**config.mk**
```make
export PLATFORM = sky130hd
export DESIGN_NAME = a429_st_tx
export DESIGN_NICKNAME = d
export VERILOG_FILES = /design/src/rtl/a429_st_pkg.sv /design/src/rtl/a429_st_divider.sv /design/src/rtl/a429_st_serializer.sv /design/src/rtl/a429_st_loopmux.sv /design/src/rtl/a429_st_tx.sv
export SDC_FILE = /design/constraint.sdc
export NUM_CORES = 1
export LEC_CHECK = 0
export BUFFER_PORTS_ARGS = -buffer_cell sky130_fd_sc_hd__buf_2
export CAP_MARGIN = 20
export CORE_UTILIZATION = 51
export CTS_BUF_LIST = sky130_fd_sc_hd__clkbuf_4
export CTS_CLUSTER_DIAMETER = 80
export CTS_CLUSTER_SIZE = 40
export DETAILED_ROUTE_END_ITERATION = 10
export PLACE_DENSITY = 0.81
export SLEW_MARGIN = 20
export SYNTH_ARGS = -nofsm -noshare
export SYNTH_HDL_FRONTEND = slang
export SYNTH_SLANG_ARGS = --single-unit
```
**constraint.sdc**
```tcl
create_clock -name clk -period 2.8 [get_ports clk]
set_input_delay 0.56 -clock clk [delete_from_list [all_inputs] [get_ports clk]]
set_output_delay 0.56 -clock clk [all_outputs]
set_load 0.005 [all_outputs]
```
**src/rtl/a429_st_pkg.sv**
```systemverilog
package a429_st_pkg;
    localparam logic [3:0] CODE_FAST = 4'h8;
    localparam logic [3:0] CODE_SLOW = 4'h9;

    typedef enum logic [1:0] {
        PH_IDLE  = 2'd0,
        PH_MARK  = 2'd1,
        PH_SPACE = 2'd2,
        PH_GAP   = 2'd3
    } phase_e;
endpackage

```
**src/rtl/a429_st_divider.sv**
```systemverilog
module a429_st_divider #(
    parameter int HALF_FAST = 250,
    parameter int HALF_SLOW = 2000
) (
    input  logic clk,
    input  logic rst_n,
    input  logic run,
    input  logic rate_slow,
    output logic tick
);
    localparam int MAXH  = (HALF_SLOW > HALF_FAST) ? HALF_SLOW : HALF_FAST;
    localparam int CNT_W = $clog2(MAXH + 1);

    logic [CNT_W-1:0] cnt_d, cnt_q;
    logic [CNT_W-1:0] limit;

    always_comb begin
        limit = rate_slow ? CNT_W'(HALF_SLOW - 1) : CNT_W'(HALF_FAST - 1);
        tick  = run && (cnt_q == limit);
        cnt_d = cnt_q;
        if (!run || tick) cnt_d = '0;
        else              cnt_d = cnt_q + 1'b1;
    end

    always_ff @(posedge clk or negedge rst_n) begin
        if (!rst_n) cnt_q <= '0;
        else        cnt_q <= cnt_d;
    end


    cnt_in_range_chk: assert property (@(posedge clk) disable iff (!rst_n)
        cnt_q <= CNT_W'(MAXH - 1));
endmodule

```
**src/rtl/a429_st_serializer.sv**
```systemverilog
module a429_st_serializer
    import a429_st_pkg::*;
#(
    parameter int WORD_W   = 32,
    parameter int GAP_BITS = 4
) (
    input  logic              clk,
    input  logic              rst_n,
    input  logic              cmd_valid,
    input  logic [3:0]        cmd_code,
    input  logic [WORD_W-1:0] cmd_word,
    input  logic              tick,
    output logic              busy,
    output logic              rate_slow,
    output logic              line_pos,
    output logic              line_neg
);
    localparam int GAP_HALVES = 2 * GAP_BITS;
    localparam int IDX_MAX    = (WORD_W > GAP_HALVES) ? WORD_W : GAP_HALVES;
    localparam int IDX_W      = $clog2(IDX_MAX + 1);

    typedef struct packed {
        phase_e            phase;
        logic [WORD_W-1:0] shreg;
        logic [IDX_W-1:0]  idx;
        logic              slow;
    } ser_state_t;

    ser_state_t s_d, s_q;
    logic       code_ok;
    logic       accept;

    always_comb begin
        s_d     = s_q;
        code_ok = (cmd_code == CODE_FAST) || (cmd_code == CODE_SLOW);
        accept  = cmd_valid && code_ok && (s_q.phase == PH_IDLE);
        unique case (s_q.phase)
            PH_IDLE: begin
                if (accept) begin
                    s_d.phase = PH_MARK;
                    s_d.shreg = cmd_word;
                    s_d.idx   = '0;
                    s_d.slow  = (cmd_code == CODE_SLOW);
                end
            end
            PH_MARK: begin
                if (tick) s_d.phase = PH_SPACE;
            end
            PH_SPACE: begin
                if (tick) begin
                    if (s_q.idx == IDX_W'(WORD_W - 1)) begin
                        s_d.phase = PH_GAP;
                        s_d.idx   = '0;
                    end else begin
                        s_d.phase = PH_MARK;
                        s_d.idx   = s_q.idx + 1'b1;
                        s_d.shreg = s_q.shreg >> 1;
                    end
                end
            end
            PH_GAP: begin
                if (tick) begin
                    if (s_q.idx == IDX_W'(GAP_HALVES - 1)) begin
                        s_d.phase = PH_IDLE;
                        s_d.idx   = '0;
                    end else begin
                        s_d.idx = s_q.idx + 1'b1;
                    end
                end
            end
            default: s_d.phase = PH_IDLE;
        endcase
    end

    always_ff @(posedge clk or negedge rst_n) begin
        if (!rst_n) begin
            s_q.phase <= PH_IDLE;
            s_q.shreg <= '0;
            s_q.idx   <= '0;
            s_q.slow  <= 1'b0;
        end else begin
            s_q <= s_d;
        end
    end

    assign busy      = (s_q.phase != PH_IDLE);
    assign rate_slow = s_q.slow;
    assign line_pos  = (s_q.phase == PH_MARK) &&  s_q.shreg[0];
    assign line_neg  = (s_q.phase == PH_MARK) && !s_q.shreg[0];


    idle_null_chk: assert property (@(posedge clk) disable iff (!rst_n)
        !busy |-> (!line_pos && !line_neg));


    busy_fall_gap_chk: assert property (@(posedge clk) disable iff (!rst_n)
        $fell(busy) |-> ($past(s_q.phase) == PH_GAP));


    word_hold_chk: assert property (@(posedge clk) disable iff (!rst_n)
        (busy && !tick) |=> $stable(s_q.shreg));


    rate_hold_chk: assert property (@(posedge clk) disable iff (!rst_n)
        (busy && cmd_valid) |=> $stable(rate_slow));


    bad_code_chk: assert property (@(posedge clk) disable iff (!rst_n)
        (!busy && cmd_valid && !code_ok) |=> !busy);
endmodule

```
**src/rtl/a429_st_loopmux.sv**
```systemverilog
module a429_st_loopmux #(
    parameter int NCH = 8
) (
    input  logic           ser_pos,
    input  logic           ser_neg,
    input  logic [NCH-1:0] loop_en_n,
    input  logic [NCH-1:0] ext_pos,
    input  logic [NCH-1:0] ext_neg,
    output logic [NCH-1:0] rx_pos,
    output logic [NCH-1:0] rx_neg
);
    for (genvar c = 0; c < NCH; c++) begin : g_ch
        assign rx_pos[c] = loop_en_n[c] ? ext_pos[c] : ser_pos;
        assign rx_neg[c] = loop_en_n[c] ? ext_neg[c] : ser_neg;
    end
endmodule

```
**src/rtl/a429_st_tx.sv**
```systemverilog
module a429_st_tx #(
    parameter int CLK_HZ   = 50_000_000,
    parameter int HI_BPS   = 100_000,
    parameter int LO_BPS   = 12_500,
    parameter int WORD_W   = 32,
    parameter int GAP_BITS = 4,
    parameter int NCH      = 8
) (
    input  logic              clk,
    input  logic              rst_n,
    input  logic              cmd_valid,
    input  logic [3:0]        cmd_code,
    input  logic [WORD_W-1:0] cmd_word,
    output logic              busy,
    output logic              line_pos,
    output logic              line_neg,
    input  logic [NCH-1:0]    loop_en_n,
    input  logic [NCH-1:0]    ext_pos,
    input  logic [NCH-1:0]    ext_neg,
    output logic [NCH-1:0]    rx_pos,
    output logic [NCH-1:0]    rx_neg
);
    localparam int HALF_FAST = CLK_HZ / (2 * HI_BPS);
    localparam int HALF_SLOW = CLK_HZ / (2 * LO_BPS);

    logic tick;
    logic rate_slow;

    a429_st_divider #(
        .HALF_FAST(HALF_FAST),
        .HALF_SLOW(HALF_SLOW)
    ) u_div (
        .clk      (clk),
        .rst_n    (rst_n),
        .run      (busy),
        .rate_slow(rate_slow),
        .tick     (tick)
    );

    a429_st_serializer #(
        .WORD_W  (WORD_W),
        .GAP_BITS(GAP_BITS)
    ) u_ser (
        .clk      (clk),
        .rst_n    (rst_n),
        .cmd_valid(cmd_valid),
        .cmd_code (cmd_code),
        .cmd_word (cmd_word),
        .tick     (tick),
        .busy     (busy),
        .rate_slow(rate_slow),
        .line_pos (line_pos),
        .line_neg (line_neg)
    );

    a429_st_loopmux #(
        .NCH(NCH)
    ) u_mux (
        .ser_pos  (line_pos),
        .ser_neg  (line_neg),
        .loop_en_n(loop_en_n),
        .ext_pos  (ext_pos),
        .ext_neg  (ext_neg),
        .rx_pos   (rx_pos),
        .rx_neg   (rx_neg)
    );


    pair_exclusive_chk: assert property (@(posedge clk) disable iff (!rst_n)
        !(line_pos && line_neg));
endmodule

```
==> metrics <==
Rel. slew slack a little over three fifths; die area just under 6000 sq um; crit path kind reg -> out; Worst setup SP type flop; Final WS setup around 360 ps; clock share of power around two fifths; DRT antenna net count 0; Die W 76.2 um; row count 26; Yosys warnings 0; Crit. Startpoint u_ser.s_q[39]; clock buffer depth 2; WP data required roughly 2200 ps; Synth cell types 40; CTS sink count 52; P_int about 1.1 mW; CP bufs+invs 2; Seq/Total Area, Yosys between 40% and 50%; Area after DPL roughly 3300 sq um; Fin Setup TNS 0 ps; wire per inst about 14 um; # Post-CTS Setup Buffers 0; synthesized area roughly 2800 sq um; part of the power in combinational logic between 6 and 7%; CTS buffer count 5; crit share post-route about 87%; clk_skew roughly 12 ps; H-Tree Depth 2; layout cells sized above 1 between 30% and 40%; CP endpoint kind primary output; Worst VDD drop roughly 0.28 mV; Worst EP arrival roughly 1900 ps; R2R setup slack around 480 ps; Syn Area/Cell 10.5 sq um; initial core utilization a little over half; first-pass GRT wire length around 10,000 um; number of port buffers approximately 80; DR iter-0 viols around 150; Max Cap Viol 0; core region area between 5000 and 6000 sq um; Crit Path Max Fanout 10; CTS tree yes; Leak Pwr 1.71 nW; chip height 76.2 um; Pwr Total between 1 and 1.5 mW; min Tclk post-route around 2400 ps; vias in the first global route ~2,200; Synth Register Bits 52; largest area contributor in the synthesized netlist dfrtp_1; GPL Wtd Cong between 0.8 and 0.9; most frequent cells in the layout 81 x buf_2, 52 x dfrtp_1, 31 x a22o_1, 31 x mux2_2, 27 x nand2_1; initial antenna violation count 0; pwr dens 405 nW/um^2; Ports 82; commonest non-fill, non-tap cell in the layout buf_2; syn nets around 330; vias 2,324; grt total ovfl 0; ranking of synthesized cells by area dfrtp_1 46%, mux2_2 12%, a22o_1 9.7%, o21ai_0 4.3%, nand2_1 3.6%; post-CTS sizing 0; switching power share of the total between 20% and 30%; DRC 0; via/cell ratio between 5 and 6; DP HPWL 4280 um; Tot GR Track Use between 20% and 30%; reg2reg start u_div.cnt_q[8]; unrepaired setup endpoints after global routing false; hold_ws about 130 ps; Syn-to-layout area delta 20.1%; CTS Hold Bufs 0; Mapped Cells around 270; top-area cell type share of the netlist area between 40% and 50%; CP Capture Point rx_neg[2]; Worst path depth 4; highest-delay cell along the critical path dfrtp_1; worst r2r dst u_ser.s_q[14]; Clk Latency, worst-skew pair 370 ps; Fin. Hold Viols 0; Antenna Cells 0; final setup fails 0; final wirelength 5990 um; slowest stage delay, CP between 500 and 600 ps; worst slew pin tran about 550 ps; crit-path cells inv_1 -> or3_1 -> o21ai_0 -> buf_2; Worst-path clk slew ~150 ps; largest net degree at the start of global routing 34; FMAX approximately 410 MHz; Final #Nets 408; Top delay family on crit path flip-flops; DP Worst Slack slightly above 500 ps; part of the power in registers between 50% and 60%; status finished, final reports clean; root buffer cell clkbuf_4; Net Sw Power about 0.29 mW; Hold Path Class in -> async; Pre-Repair DR Iteration Count 4; Reg2Reg Depth 6; Max Slew Vio Count 0; Finished Cell Area between 3000 and 4000 sq um
[worst reg2reg max path, stage by stage, from the launching register on]
cell and delay (ps):
dfrtp_1 450, or4_1 570, a21oi_2 220, o21ai_2 160
a22oi_4 230, buf_12 220, mux2_2 390
[cell usage after synthesis]
master    count
a21boi_0      1
a21o_1        3
a21oi_1       2
a21oi_2       1
a22o_1       31
a22oi_4       1
a32o_1        1
and2_1        1
and3_1        3
and3b_1       2
and4_1        3
buf_6         3
clkbuf_1     14
dfrtp_1      52
ha_1          2
inv_1         6
mux2_1        1
mux2_2       31
nand2_1      27
nand3_1       9
nand3b_1      4
nand4_1       5
nand4b_1      2
nor2_1       14
nor2b_1       1
nor3b_1       2
nor4_1        1
nor4b_1       1
nor4bb_1      1
o211ai_1      2
o21a_1        1
o21ai_0      24
o21ai_2       1
o22a_1        1
o22ai_1       1
o41ai_1       1
or3_1         1
or4_1         1
xnor2_1       1
xor2_1        8
[flip-flops by register name, indices dropped and copies added (netlist names)]
register and cells:
u_ser.rate_slow 1, u_ser.s_q 40, u_div.cnt_q 11
[metrics by stage]
stage          cells  utilization, %
2_1_floorplan    267               -
3_3_place_gp     406            62.8
3_5_place_dp     406            62.8
4_1_cts          414            64.8
5_1_grt          414            64.8
6_report         414            64.8
[cell families after synthesis]
family	share of synthesized area (%)
xor gates and xnor gates	2.81
adders and majority gates	0.891
and+or+nand+nor	14.5
DFF	46.3
AOI/OAI and AO/OA	18.8
muxes	12.8
buffers and inverters	3.88
[cell type report]
class	count	area (sq um)
Timing Repair Buffer	86	455
Multi-Input combinational cell	192	1400
Clock inverter	3	68.8
Sequential cell	52	1300
Fill cell	424	1830
Tap cell	70	87.6
Inverter	6	22.5
Clock buffer	5	37.5
[routing by layer]
metal / global-route usage [%] / up-vias / routed length (um)
met4: 6.73 / 0 / 112
met2: 33.8 / 94 / 2720
met5: 0 / - / 0
li1: - / 1131 / -
met1: 29.2 / 1086 / 2760
met3: 4.55 / 13 / 402
[worst min-delay path by stage]
stage	start	endpoint	slack [ps]	cells past startpoint
4_1_cts	rst_n	u_ser.s_q[37]	130	1
3_5_place_dp	u_ser.s_q[21]	u_ser.s_q[21]	490	1
2_1_floorplan	rst_n	u_div.cnt_q[0]	260	0
3_3_place_gp	u_ser.s_q[21]	u_ser.s_q[21]	470	1
5_1_grt	rst_n	u_ser.s_q[37]	150	1
6_report	rst_n	u_div.cnt_q[0]	130	1
[power by group through the flow]
stage / Combinational, mW / Sequential [mW] / Clock [mW]
6_report: 0.0887 / 0.751 / 0.528
5_1_grt: 0.102 / 0.752 / 0.566
4_1_cts: 0.0902 / 0.751 / 0.539
3_5_place_dp: 0.0900 / 0.765 / 0
3_3_place_gp: 0.0880 / 0.765 / 0
2_1_floorplan: 0.0131 / 0.765 / 0
No activity file was read; power rests on OpenSTA's default activity.
